### config.mk
export PLATFORM = sky130hd
export DESIGN_NAME = snap_readout_seq
export DESIGN_NICKNAME = d
export VERILOG_FILES = /design/src/rtl/snap_seq_pkg.sv /design/src/rtl/snap_cfg_bank.sv /design/src/rtl/snap_frame_ctrl.sv /design/src/rtl/snap_line_scan.sv /design/src/rtl/snap_readout_seq.sv
export SDC_FILE = /design/constraint.sdc
export NUM_CORES = 1
export LEC_CHECK = 0
export BUFFER_PORTS_ARGS = -buffer_cell sky130_fd_sc_hd__buf_2
export CORE_MARGIN = 2
export CORE_UTILIZATION = 50
export DETAILED_ROUTE_END_ITERATION = 8
export HOLD_SLACK_MARGIN = 0.12
export PLACE_DENSITY = 0.68
export REMOVE_ABC_BUFFERS = 1
export SYNTH_ARGS = -nofsm -noshare
export SYNTH_HDL_FRONTEND = slang
export SYNTH_SLANG_ARGS = --single-unit
### constraint.sdc
create_clock -name clk -period 5.07 [get_ports clk]
set_clock_uncertainty 0.15 [all_clocks]
set_input_delay 0 -clock clk [delete_from_list [all_inputs] [get_ports clk]]
set_output_delay 0 -clock clk [all_outputs]
set_load 0.01 [all_outputs]
### src/rtl/snap_seq_pkg.sv
// Shared types for the snapshot readout frame sequencer.
// Assumes: nothing beyond the standard language.
package snap_seq_pkg;

    typedef enum logic {
        SCHED_ITR = 1'b0,
        SCHED_IWR = 1'b1
    } sched_e;

    typedef enum logic {
        PH_RST = 1'b0,
        PH_RUN = 1'b1
    } phase_e;

    typedef enum logic [1:0] {
        SC_IDLE = 2'd0,
        SC_ACT  = 2'd1,
        SC_BLK  = 2'd2
    } scan_e;

endpackage

### src/rtl/snap_cfg_bank.sv
// Shadow and working configuration banks.
// The shadow bank captures all fields on a write strobe. The working bank
// copies the shadow bank when apply is high, and zero window lengths are
// forced to one during that copy.
// Assumes: apply is high only while no readout is in flight.
module snap_cfg_bank #(
    parameter int COLS       = 1280,
    parameter int ROWS       = 1024,
    parameter int INT_MAX    = 10_000_000,
    parameter int HB_W       = 8,
    parameter int DEF_INT    = 1000,
    parameter int DEF_HBLANK = 16,
    localparam int CA_W  = $clog2(COLS),
    localparam int CL_W  = $clog2(COLS + 1),
    localparam int RA_W  = $clog2(ROWS),
    localparam int RL_W  = $clog2(ROWS + 1),
    localparam int INT_W = $clog2(INT_MAX + 1)
) (
    input  logic            clk,
    input  logic            rst_n,
    input  logic            wr,
    input  logic            apply,
    input  logic            in_sched,
    input  logic [INT_W-1:0] in_int,
    input  logic [CA_W-1:0] in_cs,
    input  logic [CL_W-1:0] in_cl,
    input  logic [RA_W-1:0] in_rs,
    input  logic [RL_W-1:0] in_rl,
    input  logic            in_sub,
    input  logic            in_mh,
    input  logic            in_mv,
    input  logic [HB_W-1:0] in_hb,
    input  logic [3:0]      in_en,
    output logic            act_sched,
    output logic [INT_W-1:0] act_int,
    output logic [CA_W-1:0] act_cs,
    output logic [CL_W-1:0] act_cl,
    output logic [RA_W-1:0] act_rs,
    output logic [RL_W-1:0] act_rl,
    output logic            act_sub,
    output logic            act_mh,
    output logic            act_mv,
    output logic [HB_W-1:0] act_hb,
    output logic [3:0]      act_en
);

    localparam logic [INT_W-1:0] RST_INT = INT_W'(DEF_INT);
    localparam logic [HB_W-1:0]  RST_HB  = HB_W'(DEF_HBLANK);
    localparam logic [CL_W-1:0]  RST_CL  = CL_W'(COLS);
    localparam logic [RL_W-1:0]  RST_RL  = RL_W'(ROWS);

    logic            sh_sched;
    logic [INT_W-1:0] sh_int;
    logic [CA_W-1:0] sh_cs;
    logic [CL_W-1:0] sh_cl;
    logic [RA_W-1:0] sh_rs;
    logic [RL_W-1:0] sh_rl;
    logic            sh_sub, sh_mh, sh_mv;
    logic [HB_W-1:0] sh_hb;
    logic [3:0]      sh_en;

    // Capture a complete field set into the shadow bank on a write.
    always_ff @(posedge clk) begin : p_shadow
        if (!rst_n) begin
            sh_sched <= 1'b0;
            sh_int   <= RST_INT;
            sh_cs    <= '0;
            sh_cl    <= RST_CL;
            sh_rs    <= '0;
            sh_rl    <= RST_RL;
            sh_sub   <= 1'b0;
            sh_mh    <= 1'b0;
            sh_mv    <= 1'b0;
            sh_hb    <= RST_HB;
            sh_en    <= 4'hF;
        end else if (wr) begin
            sh_sched <= in_sched;
            sh_int   <= in_int;
            sh_cs    <= in_cs;
            sh_cl    <= in_cl;
            sh_rs    <= in_rs;
            sh_rl    <= in_rl;
            sh_sub   <= in_sub;
            sh_mh    <= in_mh;
            sh_mv    <= in_mv;
            sh_hb    <= in_hb;
            sh_en    <= in_en;
        end
    end

    // Copy the shadow bank into the working bank at a frame boundary.
    always_ff @(posedge clk) begin : p_active
        if (!rst_n) begin
            act_sched <= 1'b0;
            act_int   <= RST_INT;
            act_cs    <= '0;
            act_cl    <= RST_CL;
            act_rs    <= '0;
            act_rl    <= RST_RL;
            act_sub   <= 1'b0;
            act_mh    <= 1'b0;
            act_mv    <= 1'b0;
            act_hb    <= RST_HB;
            act_en    <= 4'hF;
        end else if (apply) begin
            act_sched <= sh_sched;
            act_int   <= sh_int;
            act_cs    <= sh_cs;
            act_cl    <= (sh_cl == '0) ? CL_W'(1) : sh_cl;
            act_rs    <= sh_rs;
            act_rl    <= (sh_rl == '0) ? RL_W'(1) : sh_rl;
            act_sub   <= sh_sub;
            act_mh    <= sh_mh;
            act_mv    <= sh_mv;
            act_hb    <= sh_hb;
            act_en    <= sh_en;
        end
    end

endmodule

### src/rtl/snap_frame_ctrl.sv
// Frame phase controller. It drives a one-cycle global reset, then times
// the integration window. It asks the line scanner to start either at once
// (integrate-while-read) or when integration ends (integrate-then-read).
// The frame closes once the scan is done and, in integrate-while-read,
// once MIN_GAP clocks have passed after integration.
// Assumes: int_time and sched are held steady outside the reset cycle.
module snap_frame_ctrl
    import snap_seq_pkg::*;
#(
    parameter int INT_W   = 24,
    parameter int MIN_GAP = 16,
    localparam int GAP_W  = $clog2(MIN_GAP + 1)
) (
    input  logic             clk,
    input  logic             rst_n,
    input  logic             sched,
    input  logic [INT_W-1:0] int_time,
    input  logic             scan_busy,
    output logic             glob_rst,
    output logic             integ,
    output logic             scan_start
);

    localparam logic [GAP_W-1:0] GAP_LAST = GAP_W'(MIN_GAP);

    phase_e           phase;
    logic [INT_W-1:0] int_cnt;
    logic [GAP_W-1:0] gap_cnt;
    logic             started;
    logic             int_done;
    logic             frame_end;

    // Decode the window, the scan request and the end-of-frame condition.
    always_comb begin : p_decode
        int_done   = (int_cnt == int_time);
        glob_rst   = (phase == PH_RST);
        integ      = (phase == PH_RUN) && !int_done;
        scan_start = (phase == PH_RUN) && !started &&
                     ((sched == SCHED_IWR) || int_done);
        frame_end  = (phase == PH_RUN) && started && !scan_busy &&
                     ((sched == SCHED_ITR) || (gap_cnt == GAP_LAST));
    end

    // Advance the frame phase and the integration and gap counters.
    always_ff @(posedge clk) begin : p_phase
        if (!rst_n) begin
            phase   <= PH_RST;
            int_cnt <= '0;
            gap_cnt <= '0;
            started <= 1'b0;
        end else if (phase == PH_RST) begin
            phase   <= PH_RUN;
            int_cnt <= '0;
            gap_cnt <= '0;
            started <= 1'b0;
        end else begin
            if (!int_done)
                int_cnt <= int_cnt + INT_W'(1);
            if (int_done && (gap_cnt != GAP_LAST))
                gap_cnt <= gap_cnt + GAP_W'(1);
            if (scan_start)
                started <= 1'b1;
            if (frame_end)
                phase <= PH_RST;
        end
    end

endmodule

### src/rtl/snap_line_scan.sv
// Window line scanner. It walks W pixels per row over H rows, with B
// blanking clocks between rows, and forms the column and row addresses
// from the window start, the optional 2:1 step and per-axis mirroring.
// Assumes: the window settings stay steady while busy is high, and the
// lengths given are non-zero.
module snap_line_scan
    import snap_seq_pkg::*;
#(
    parameter int COLS = 1280,
    parameter int ROWS = 1024,
    parameter int HB_W = 8,
    localparam int CA_W = $clog2(COLS),
    localparam int CL_W = $clog2(COLS + 1),
    localparam int RA_W = $clog2(ROWS),
    localparam int RL_W = $clog2(ROWS + 1)
) (
    input  logic            clk,
    input  logic            rst_n,
    input  logic            start,
    input  logic [CA_W-1:0] col_start,
    input  logic [CL_W-1:0] col_len,
    input  logic [RA_W-1:0] row_start,
    input  logic [RL_W-1:0] row_len,
    input  logic            sub,
    input  logic            mir_h,
    input  logic            mir_v,
    input  logic [HB_W-1:0] hblank,
    output logic            busy,
    output logic            active,
    output logic [CA_W-1:0] col_addr,
    output logic [RA_W-1:0] row_addr
);

    scan_e           st;
    logic [CL_W-1:0] col_idx;
    logic [RL_W-1:0] row_idx;
    logic [HB_W-1:0] blk_cnt;
    logic [HB_W-1:0] hb_last;
    logic [CL_W:0]   c_off, c_sum;
    logic [RL_W:0]   r_off, r_sum;

    // Last blanking count, with a zero setting treated as one clock.
    always_comb begin : p_hblast
        hb_last = (hblank == '0) ? '0 : hblank - HB_W'(1);
    end

    // Step through the pixels of a row, then blank, then the next row.
    always_ff @(posedge clk) begin : p_scan
        if (!rst_n) begin
            st      <= SC_IDLE;
            col_idx <= '0;
            row_idx <= '0;
            blk_cnt <= '0;
        end else begin
            case (st)
                SC_IDLE: if (start) begin
                    st      <= SC_ACT;
                    col_idx <= '0;
                    row_idx <= '0;
                end
                SC_ACT: if (col_idx == col_len - CL_W'(1)) begin
                    col_idx <= '0;
                    if (row_idx == row_len - RL_W'(1)) begin
                        st <= SC_IDLE;
                    end else begin
                        row_idx <= row_idx + RL_W'(1);
                        blk_cnt <= '0;
                        st      <= SC_BLK;
                    end
                end else begin
                    col_idx <= col_idx + CL_W'(1);
                end
                SC_BLK: if (blk_cnt == hb_last) st <= SC_ACT;
                        else blk_cnt <= blk_cnt + HB_W'(1);
                default: st <= SC_IDLE;
            endcase
        end
    end

    // Form the addresses from the offsets, the mirror bits and the step.
    always_comb begin : p_addr
        c_off = mir_h ? {1'b0, col_len - CL_W'(1) - col_idx} : {1'b0, col_idx};
        r_off = mir_v ? {1'b0, row_len - RL_W'(1) - row_idx} : {1'b0, row_idx};
        if (sub) begin
            c_off = c_off << 1;
            r_off = r_off << 1;
        end
        c_sum    = {{(CL_W + 1 - CA_W){1'b0}}, col_start} + c_off;
        r_sum    = {{(RL_W + 1 - RA_W){1'b0}}, row_start} + r_off;
        col_addr = c_sum[CA_W-1:0];
        row_addr = r_sum[RA_W-1:0];
        busy     = (st != SC_IDLE);
        active   = (st == SC_ACT);
    end

endmodule

### src/rtl/snap_readout_seq.sv
// Snapshot readout frame sequencer, top level. It joins the configuration
// banks, the frame phase controller and the line scanner, and gates the
// synchronisation outputs with the working output-enable bits.
// Assumes: a single pixel clock and a synchronous active-low reset.
module snap_readout_seq #(
    parameter int COLS       = 1280,
    parameter int ROWS       = 1024,
    parameter int INT_MAX    = 10_000_000,
    parameter int MIN_GAP    = 16,
    parameter int HB_W       = 8,
    parameter int DEF_INT    = 1000,
    parameter int DEF_HBLANK = 16,
    localparam int CA_W  = $clog2(COLS),
    localparam int CL_W  = $clog2(COLS + 1),
    localparam int RA_W  = $clog2(ROWS),
    localparam int RL_W  = $clog2(ROWS + 1),
    localparam int INT_W = $clog2(INT_MAX + 1)
) (
    input  logic             clk,
    input  logic             rst_n,
    input  logic             cfg_wr,
    input  logic             cfg_sched,
    input  logic [INT_W-1:0] cfg_int_time,
    input  logic [CA_W-1:0]  cfg_col_start,
    input  logic [CL_W-1:0]  cfg_col_len,
    input  logic [RA_W-1:0]  cfg_row_start,
    input  logic [RL_W-1:0]  cfg_row_len,
    input  logic             cfg_subsamp,
    input  logic             cfg_mirror_h,
    input  logic             cfg_mirror_v,
    input  logic [HB_W-1:0]  cfg_hblank,
    input  logic [3:0]       cfg_out_en,
    output logic             glob_rst_o,
    output logic             integ_o,
    output logic [RA_W-1:0]  row_addr_o,
    output logic [CA_W-1:0]  col_addr_o,
    output logic             fval_o,
    output logic             lval_o,
    output logic             dval_o,
    output logic             samp_en_o
);

    logic             act_sched;
    logic [INT_W-1:0] act_int;
    logic [CA_W-1:0]  act_cs;
    logic [CL_W-1:0]  act_cl;
    logic [RA_W-1:0]  act_rs;
    logic [RL_W-1:0]  act_rl;
    logic             act_sub, act_mh, act_mv;
    logic [HB_W-1:0]  act_hb;
    logic [3:0]       act_en;
    logic             scan_busy, scan_act, scan_start;

    snap_cfg_bank #(
        .COLS(COLS), .ROWS(ROWS), .INT_MAX(INT_MAX), .HB_W(HB_W),
        .DEF_INT(DEF_INT), .DEF_HBLANK(DEF_HBLANK)
    ) u_bank (
        .clk(clk), .rst_n(rst_n), .wr(cfg_wr), .apply(glob_rst_o),
        .in_sched(cfg_sched), .in_int(cfg_int_time),
        .in_cs(cfg_col_start), .in_cl(cfg_col_len),
        .in_rs(cfg_row_start), .in_rl(cfg_row_len),
        .in_sub(cfg_subsamp), .in_mh(cfg_mirror_h), .in_mv(cfg_mirror_v),
        .in_hb(cfg_hblank), .in_en(cfg_out_en),
        .act_sched(act_sched), .act_int(act_int),
        .act_cs(act_cs), .act_cl(act_cl), .act_rs(act_rs), .act_rl(act_rl),
        .act_sub(act_sub), .act_mh(act_mh), .act_mv(act_mv),
        .act_hb(act_hb), .act_en(act_en)
    );

    snap_frame_ctrl #(
        .INT_W(INT_W), .MIN_GAP(MIN_GAP)
    ) u_ctrl (
        .clk(clk), .rst_n(rst_n), .sched(act_sched), .int_time(act_int),
        .scan_busy(scan_busy), .glob_rst(glob_rst_o), .integ(integ_o),
        .scan_start(scan_start)
    );

    snap_line_scan #(
        .COLS(COLS), .ROWS(ROWS), .HB_W(HB_W)
    ) u_scan (
        .clk(clk), .rst_n(rst_n), .start(scan_start),
        .col_start(act_cs), .col_len(act_cl),
        .row_start(act_rs), .row_len(act_rl),
        .sub(act_sub), .mir_h(act_mh), .mir_v(act_mv), .hblank(act_hb),
        .busy(scan_busy), .active(scan_act),
        .col_addr(col_addr_o), .row_addr(row_addr_o)
    );

    // Gate the synchronisation outputs with the working enable bits.
    always_comb begin : p_sync_out
        fval_o    = scan_busy & act_en[0];
        lval_o    = scan_act  & act_en[1];
        dval_o    = scan_act  & act_en[2];
        samp_en_o = scan_act  & act_en[3];
    end

endmodule

== Word-level counts from Yosys, hierarchy flattened ==
Cells that the tools add are included.

* Word-level logic and storage cells: 109
* Flip-flop bits (word level): 229
* Output and inout port bits: 27
* Bits of input ports: 86

* Equality and inequality tests: 13
* Bitwise operators: 6
* Multiplexer cells: 24
* Reductions and logical operators: 24
* Add/sub/neg operators: 12

{| class="wikitable"
|+ Operators by type and width
! operator !! number
|-
| 11-bit two-way mux || 8
|-
| 11-bit one-hot mux with 2 select lines || 2
|-
| 8-bit two-way mux || 4
|-
| 24-bit by 1-bit adder with 24-bit output, second input constant || 1
|-
| 24-bit equality test || 1
|-
| 11-bit by 1-bit adder with 11-bit output, second input constant || 2
|-
| 11-bit equality test || 2
|-
| 11-bit zero test || 2
|-
| 11-bit by 1-bit subtractor with 11-bit output, second input constant || 2
|-
| 10-bit two-way mux || 2
|-
| 8-bit one-hot mux with 2 select lines || 1
|-
| 11-bit adder || 1
|-
| 11-bit subtractor || 1
|-
| 10-bit adder || 1
|-
| 10-bit subtractor || 1
|-
| 8-bit by 1-bit adder with 8-bit output, second input constant || 1
|-
| 8-bit equality test || 1
|-
| 8-bit zero test || 1
|-
| 2-bit two-way mux || 4
|-
| 4-bit AND reduction || 2
|-
| 8-bit by 1-bit subtractor with 8-bit output, second input constant || 1
|-
| 1-bit logical AND || 7
|-
| 2-bit != test, second input constant || 3
|-
| 2-bit one-hot mux with 3 select lines || 1
|-
| other kinds (15) || 27
|}

== Logic depth before layout (Yosys ltp) ==
Gate-level depths: netlist of the first run.

* Word-level depth: 6
* Mapped depth: 20

== Cells and area by module ==
Synthesis of the first run repeated with hierarchy kept, for this count alone.

* Cells, all modules: 1,313
* Area total of the unflattened synthesis: 12,364.4 um2

{| class="wikitable"
|+ Modules (own cells, without submodules)
! module !! area an instance (um2) !! instances !! cells each
|-
| snap_cfg_bank || 6,271.0 || 1 || 545
|-
| snap_line_scan || 4,314.1 || 1 || 552
|-
| snap_frame_ctrl || 1,754.2 || 1 || 212
|-
| snap_readout_seq || 25.0 || 1 || 4
|}

== Worst setup path after synthesis of the first run ==
OpenSTA, ideal clock, no wires.

* Path type: reg2reg
* From: register u_bank.act_cl[0]
* To: register u_scan.row_idx[8]
* Buffers on the path: 2
* Slack: 1,224 ps
* Data required time: 4,846 ps
* Period minus slack after synthesis: 3,846 ps
* Data arrival time: 3,622 ps
* Cell stages (with the launch flop): 16
* Setup time: 74 ps
* Cell sequence: dfxtp_1 -> inv_1 -> ha_1 -> or4b_4 -> nor4_1 -> xor2_1 -> ha_1 -> clkbuf_2 -> and4_1 -> nand3_1 -> a211oi_1 -> o211ai_2 -> a21boi_1 -> buf_2 -> or4b_1 -> o21ai_0

* Cells in the longest elaborated chain, start to end: 4

{| class="wikitable"
|+ RTL lines
! element !! RTL line !! RTL
|-
| start, declared || snap_cfg_bank.sv:37 || <nowiki>output logic [CL_W-1:0] act_cl,</nowiki>
|-
| start signal, assigned || snap_cfg_bank.sv:109 || <nowiki>act_cl <= (sh_cl == '0) ? CL_W'(1) : sh_cl;</nowiki>
|-
| 11-bit by 1-bit subtractor with 11-bit output || snap_line_scan.sv:61 || <nowiki>SC_ACT: if (col_idx == col_len - CL_W'(1)) begin</nowiki>
|-
| 11-bit equality test || snap_line_scan.sv:61 ||
|-
| 2-bit by 1-bit != test with 1-bit output (no source line) || n/a ||
|-
| 4-bit AND reduction (no source line) || n/a ||
|-
| end signal, assigned || snap_line_scan.sv:66 || <nowiki>row_idx <= row_idx + RL_W'(1);</nowiki>
|-
| end, declared || snap_line_scan.sv:36 || <nowiki>logic [RL_W-1:0] row_idx;</nowiki>
|}

Every way passes these cells.
A chain may end at the register's enable or synchronous reset.

== Worst setup path after layout of the first run ==
* From: register u_bank.act_cl[0]
* To: output port col_addr_o[10]

* Cells in the longest elaborated chain, start to end: 5

{| class="wikitable"
|+ RTL lines
! element !! RTL line !! RTL
|-
| 11-bit by 1-bit subtractor with 11-bit output || snap_line_scan.sv:82 || <nowiki>c_off = mir_h ? {1'b0, col_len - CL_W'(1) - col_idx} : {1'b0, col_idx};</nowiki>
|-
| 11-bit subtractor || snap_line_scan.sv:82 ||
|-
| 11-bit two-way mux || snap_line_scan.sv:82 ||
|-
| 11-bit two-way mux || snap_line_scan.sv:84 || <nowiki>if (sub) begin</nowiki>
|-
| 11-bit adder || snap_line_scan.sv:88 || <nowiki>c_sum = {{(CL_W + 1 - CA_W){1'b0}}, col_start} + c_off;</nowiki>
|-
| end, declared || snap_readout_seq.sv:36 || <nowiki>output logic [CA_W-1:0] col_addr_o,</nowiki>
|}

Every way passes these cells.

==> flow_metrics.tcl, run 1 <==
set metrics [dict create \
    ys_warn_count 0 \
    powerDensity_nw_per_um2 297 \
    routed_wl_um 31500 \
    critPathMostFrequentCell "ha_1" \
    rsz0062_at_grt "false" \
    fin_crit_sh_pct 94.0 \
    finalNonFillerCells 2004 \
    reg2regPathDepth 13 \
    fillers 1906 \
    cts_setup_buffers 0 \
    gp_congestion 0.868 \
    rrSetupSlack_ns 0.74 \
    crit_type "flop to output pin" \
    gr-usage-all-layers_pct 24.5 \
    hp-class "flop to flop" \
    fmax_ghz 0.210 \
    yosys_most_used_dff "dfxtp_1" \
    pwr-share-clk_pct 43.7 \
    grt.overflow.total 0 \
    drive_gt1_share_pct 11.2 \
    path_cells "inv_1, ha_1, or4b_4, nor4_2, xor2_1, ha_1, or4b_2, o221ai_1, nor3_1, mux2i_1, ha_1, a31o_2, a21oi_1, xnor2_1, xnor2_1, buf_2" \
    yosysMostFrequentCell "dfxtp_1" \
    synth_top_area_share_pct 38.2 \
    synth.largest_area_cell "dfxtp_1" \
    grt_pass1_wl_um 52500 \
    cts_tree "built" \
    async_flop_share_pct 0 \
    r2r-start "u_bank.act_cl[0]" \
    drtIter0Drc 639 \
    synthToLayoutAreaGrowth_pct 33.7 \
    cp-startpoint "u_bank.act_cl[0]" \
    yosys-top-cells-area "dfxtp_1, mux2i_1, nor2_1" \
    ys_ff_latch 229 \
    post_drt_via_cell_ratio 5.35 \
    r2r-end "u_scan.row_idx[4]" \
    clk_latency_ns 0.55 \
    placed_cells 1727 \
    cts_sinks 229 \
    post_synth.cell_area_avg_um2 8.87 \
    max-cap-violations 0 \
    syn_inst 1353 \
    die-area_um2 25300 \
    setup_ws_ns 0.305 \
    cts_buffers 26 \
    end_kind "output pin" \
    status "finished clean" \
    switching_power_mw 1.20 \
    wl_per_cell_um 15.7 \
    fin_crit_ns 4.77 \
    vias 10700 \
    grt_max_degree 95 \
    whs_endpoint "u_bank.act_en[2]" \
    cp.arrival_ns 4.62 \
    die_w_um 159 \
    drv_slew 0 \
    relSlewSlack_pct 19.0 \
    seqPwrFrac_pct 40.6 \
    cp.buffers_inverters 2 \
    antenna_left 0 \
    p_int_mw 3.57 \
    ys_top_cells_by_count "dfxtp_1, nor2_1, mux2i_1" \
    min-delay-start "u_bank.act_en[2]" \
    firstDrtPassIters 5 \
    start_util_pct 51.0 \
    grt_pass1_vias 10700 \
    crit_slowest_cell "or4b_2" \
    required_ns 4.92 \
    finalSetupViolCount 0 \
    netlist_area_um2 12000 \
    startpoint_type "flop" \
    dp_slack_ns 0.727 \
    hold_viol_final 0 \
    htreeDepth 1 \
    netSwitchingFraction_pct 25.1 \
    p_comb_share_pct 15.7 \
    worstHoldPathCells 2 \
    clock_path_buffers 3 \
    fin_nets 1802 \
    core_area_um2 23500 \
    yosysSeqAreaShare_pct 38.2 \
    cts_root_buf "clkbuf_16" \
    fin_setup_tns_ns 0 \
    fp-row-count 56 \
    max_slew.worst_pin.slew_ns 1.21 \
    max-vdd-ir-drop_v 0.000248 \
    yosysUniqueCellTypes 76 \
    ios 113 \
    cpLargestDelayFamily "simple AND/OR/NAND/NOR gates" \
    hpwlAfterDp_um 18800 \
    cpPeakStageDelay_ns 0.61 \
    die_y_um 159 \
    p_leak_nw 6.84 \
    antenna_found_initial 1 \
    clkSlewWorstSetupHoldPaths_ns 0.06 \
    synth_edf_count 0 \
    critPathMaxFanout 9 \
    portBuffers 112 \
    remaining_drc_errors 0 \
]
## logic make-up (layout without fill, tap and decap cells)
| kind of cell | Yosys count | count (layout) | synth area share (%) |
|---|---|---|---|
| fa+ha+maj | 51 | 51 | 5.57 |
| other cells | 0 | 1 | 0 |
| compound gates | 186 | 186 | 10.6 |
| xor+xnor | 96 | 96 | 7.00 |
| mux | 189 | 189 | 15.8 |
| simple gates | 488 | 488 | 19.2 |
| buf+inv | 114 | 445 | 3.67 |
| flops | 229 | 229 | 38.2 |
## cell type report
class	instances	area (µm²)	share of cell area [%]
multi-input combinational	1010	6990	43.6
antenna	1	2.50	0.0156
clock buffer	36	759	4.73
sequential	229	4590	28.6
tap	319	399	2.49
clock inverter	11	214	1.33
inverter	51	194	1.21
timing repair buffer	347	2900	18.1
## metrics by stage
step | hold slack (ns) | cell area [µm²] | utilization, % | power (mW)
floorplan | -0.0881 | 11800 | - | 2.37
global placement | 0.0655 | 12800 | 54.2 | 2.53
detailed placement | 0.0711 | 12800 | 54.2 | 2.54
CTS | 0.319 | 16000 | 68.1 | 4.78
global route | 0.355 | 16000 | 68.2 | 4.96
finish | 0.315 | 16000 | 68.2 | 4.76
## worst register-to-register path, cell delays in order, from the launching register on
cell	delay [ns]
dfxtp_1	0.35
inv_1	0.07
ha_1	0.20
or4b_4	0.53
nor4_2	0.18
xor2_1	0.21
ha_1	0.34
and4_1	0.28
nand3_1	0.09
a211oi_1	0.13
o211ai_2	0.28
a21boi_1	1.00
o21ai_0	0.22
a21boi_0	0.22
## cell usage in the layout, fill, tap and decap left out, types with 14 or more instances in the layout
| master | count |
|---|---|
| dfxtp_1 | 228 |
| a31oi_1 | 14 |
| a21oi_1 | 50 |
| dlygate4sd3_1 | 229 |
| inv_1 | 49 |
| mux2i_1 | 187 |
| xnor2_1 | 46 |
| xor2_1 | 50 |
| nand4_1 | 24 |
| clkbuf_16 | 27 |
| nor4_1 | 17 |
| buf_2 | 111 |
| ha_1 | 47 |
| nand2_1 | 94 |
| nand3_1 | 22 |
| o21ai_0 | 31 |
| nor3_1 | 38 |
| nor2_1 | 212 |
## flip-flops by register name, indices dropped and copies added (netlist names), 2 cells and up
| name | cells |
|---|---|
| u_bank.act_cl | 11 |
| u_bank.act_cs | 11 |
| u_bank.act_en | 4 |
| u_bank.act_hb | 8 |
| u_bank.act_int | 24 |
| u_bank.act_rl | 11 |
| u_bank.act_rs | 10 |
| u_bank.sh_cl | 11 |
| u_bank.sh_cs | 11 |
| u_bank.sh_en | 4 |
| u_bank.sh_hb | 8 |
| u_bank.sh_int | 24 |
| u_bank.sh_rl | 11 |
| u_bank.sh_rs | 10 |
| u_ctrl.gap_cnt | 5 |
| u_ctrl.int_cnt | 24 |
| u_scan.blk_cnt | 8 |
| u_scan.col_idx | 11 |
| u_scan.row_idx | 11 |
| u_scan.st | 2 |
## how the worst max path moves through the flow
stage,to,slack [ns],depth (start not counted)
after floorplan,u_ctrl.int_cnt[21],0.05,4
final,col_addr_o[10],0.30,16
after detailed placement,u_scan.row_idx[9],0.73,13
after CTS,col_addr_o[10],0.26,16
after global placement,u_scan.row_idx[5],0.88,13
after global routing,col_addr_o[10],0.01,19
## power groups by stage
stage                     Clock [mW]  Sequential, mW  Combinational, mW
after floorplan                    0            1.96              0.419
after global placement             0            1.97              0.564
after detailed placement           0            1.97              0.574
after CTS                       2.12            1.93              0.726
after global routing            2.20            1.94              0.821
final                           2.08            1.93              0.748
## repair_timing
item	4_1_cts	5_1_grt
hold buffers	229	0
endpoints found under the setup margin	0	2
endpoints found under the hold margin	107	0
resized for setup	0	2
## routing by layer
metal	global-route usage [%]	wire (µm)	up-vias	part of all wire, %
met5	0	0	-	0
met4	10.0	1220	0	3.9
met3	3.49	1240	89	3.9
met2	42.9	15100	241	48
met1	30.5	13900	5018	44
li1	-	-	5380	-
Note: power is estimated with default switching activity, not from simulation.
==> inputs of run 2 (changes only) <==
--- a/config.mk
+++ b/config.mk
@@ -8,6 +8,7 @@
 export BUFFER_PORTS_ARGS = -buffer_cell sky130_fd_sc_hd__buf_2
 export CORE_MARGIN = 2
 export CORE_UTILIZATION = 50
+export CTS_BUF_LIST = sky130_fd_sc_hd__clkbuf_4 sky130_fd_sc_hd__clkbuf_8 sky130_fd_sc_hd__clkbuf_16
 export DETAILED_ROUTE_END_ITERATION = 8
 export HOLD_SLACK_MARGIN = 0.12
 export PLACE_DENSITY = 0.68
==> flow_metrics.tcl, run 2 (synthesized netlist as in run 1, its figures left out) <==
set metrics [dict create \
    status "finished clean" \
    startpoint_type "flop" \
    cts_tree "built" \
    fin_crit_sh_pct 93.8 \
    hp-class "flop to flop" \
    cts_buffers 26 \
    ios 113 \
    r2r-start "u_bank.act_cl[0]" \
    layout_common_cells "dlygate4sd3_1, dfxtp_1, nor2_1" \
    drv_slew 0 \
    r2r-end "u_scan.row_idx[4]" \
    cts_root_buf "clkbuf_16" \
    setup_ws_ns 0.313 \
    worstHoldPathCells 2 \
    crit_type "flop to output pin" \
    gr-usage-all-layers_pct 24.5 \
    drtIter0Drc 654 \
    finalSetupViolCount 0 \
    layout_commonest_cell "dlygate4sd3_1" \
    die_w_um 159 \
    gp_congestion 0.868 \
    clkSlewWorstSetupHoldPaths_ns 0.06 \
    dp_slack_ns 0.727 \
    synthToLayoutAreaGrowth_pct 33.8 \
    p_leak_nw 6.85 \
    vias 10800 \
    firstDrtPassIters 5 \
    core_area_um2 23500 \
    routed_wl_um 31500 \
    max-vdd-ir-drop_v 0.000249 \
    die_y_um 159 \
    antenna_found_initial 1 \
    min-delay-start "u_bank.act_en[2]" \
    wl_per_cell_um 15.7 \
    clock_path_buffers 3 \
    critPathMaxFanout 5 \
    multi_input_area_um2 6990 \
    relSlewSlack_pct 17.8 \
    clk_latency_ns 0.55 \
    cts_setup_buffers 0 \
    grt.overflow.total 0 \
    grt_pass1_wl_um 52400 \
    hpwlAfterDp_um 18800 \
    powerDensity_nw_per_um2 298 \
    grt_pass1_vias 10700 \
    fmax_ghz 0.210 \
    grt_max_degree 95 \
    whs_endpoint "u_bank.act_en[2]" \
    hold_viol_final 0 \
    fin_setup_tns_ns 0 \
    ff_latch_area_um2 4590 \
    portBuffers 112 \
    cp.arrival_ns 4.61 \
    max_slew.worst_pin.slew_ns 1.23 \
    rrSetupSlack_ns 0.71 \
    post_drt_via_cell_ratio 5.37 \
    antenna_left 0 \
    drive_gt1_share_pct 11.4 \
    remaining_drc_errors 0 \
    start_util_pct 51.0 \
    end_kind "output pin" \
    reg2regPathDepth 13 \
    cts_sinks 229 \
    die-area_um2 25300 \
    required_ns 4.92 \
    placed_cell_area_um2 12800 \
    htreeDepth 1 \
    rsz0062_at_grt "false" \
    reg_top3 "u_bank.act_int (24), u_bank.sh_int (24), u_ctrl.int_cnt (24)" \
    max-cap-violations 0 \
    fillers 1908 \
    fp-row-count 56 \
    fin_crit_ns 4.76 \
    fin_nets 1802 \
    design_area_um2 16100 \
]
==> run 2: cell counts in the layout (fill, tap and decap cells not counted) <==
No cell type changed its count.
==> run 2: how the worst max path moves through the flow <==
stage                          start                  to  slack (ns)  cells after the start
floorplan               u_ctrl.phase  u_ctrl.int_cnt[21]        0.05                      4
global placement    u_bank.act_cl[0]   u_scan.row_idx[5]        0.88                     13
CTS                 u_bank.act_cl[0]      col_addr_o[10]        0.26                     16
detailed placement  u_bank.act_cl[0]   u_scan.row_idx[9]        0.73                     13
finish              u_bank.act_cl[0]      col_addr_o[10]        0.31                     20
global route        u_bank.act_cl[0]      col_addr_o[10]        0.01                     19
==> run 2: per-stage QoR <==
| stage | instances | total power, mW | util [%] | hold WS [ns] |
|---|---|---|---|---|
| after floorplan | 1290 | 2.37 | - | -0.0881 |
| after global placement | 1727 | 2.53 | 54.2 | 0.0655 |
| after detailed placement | 1727 | 2.54 | 54.2 | 0.0711 |
| after CTS | 2003 | 4.80 | 68.2 | 0.319 |
| after global routing | 2004 | 4.98 | 68.2 | 0.355 |
| final | 2004 | 4.79 | 68.2 | 0.317 |
==> run 2: layout make-up <==
type	instances	share of cell area (%)
Timing Repair Buffer	347	18.1
Clock buffer	36	4.82
Tap cell	319	2.48
Inverter	51	1.21
Sequential cell	229	28.6
Antenna cell	1	0.0156
Clock inverter	11	1.33
Multi-Input combinational cell	1010	43.5
==> run 2: layer usage <==
| layer | vias to the layer above | wire length [µm] | GRT usage [%] |
|---|---|---|---|
| met5 | - | 0 | 0 |
| met4 | 0 | 1150 | 10.1 |
| met3 | 81 | 1130 | 3.54 |
| met2 | 228 | 15200 | 42.8 |
| met1 | 5073 | 13900 | 30.3 |
| li1 | 5385 | - | - |
==> run 2: what timing repair did <==
item	4_1_cts	5_1_grt
hold buffers	229	0
endpoints found under the setup margin	0	2
endpoints found under the hold margin	107	0
gates resized for setup	0	2
==> run 2: where the power goes <==
part,internal [mW],leakage [nW],switching [mW]
clock,1.33,0.487,0.775
combinational,0.393,4.50,0.355
sequential,1.87,1.87,0.0667
==> run 2: worst max-delay path, cell delays in order (launching register included) <==
cell and delay (ns):
dfxtp_1 0.35, inv_1 0.07, ha_1 0.20, or4b_4 0.53, nand2_1 0.09, ha_1 0.27
o21a_1 0.13, o31a_1 0.14, o21a_1 0.19, nor2_1 0.11, xnor2_1 0.07, mux2i_1 0.23
mux2i_1 0.12, ha_1 0.36, nor3_1 0.21, nor2_1 0.08, a31o_2 0.24, a21oi_1 0.20
xnor2_1 0.16, xnor2_1 0.14, buf_2 0.17
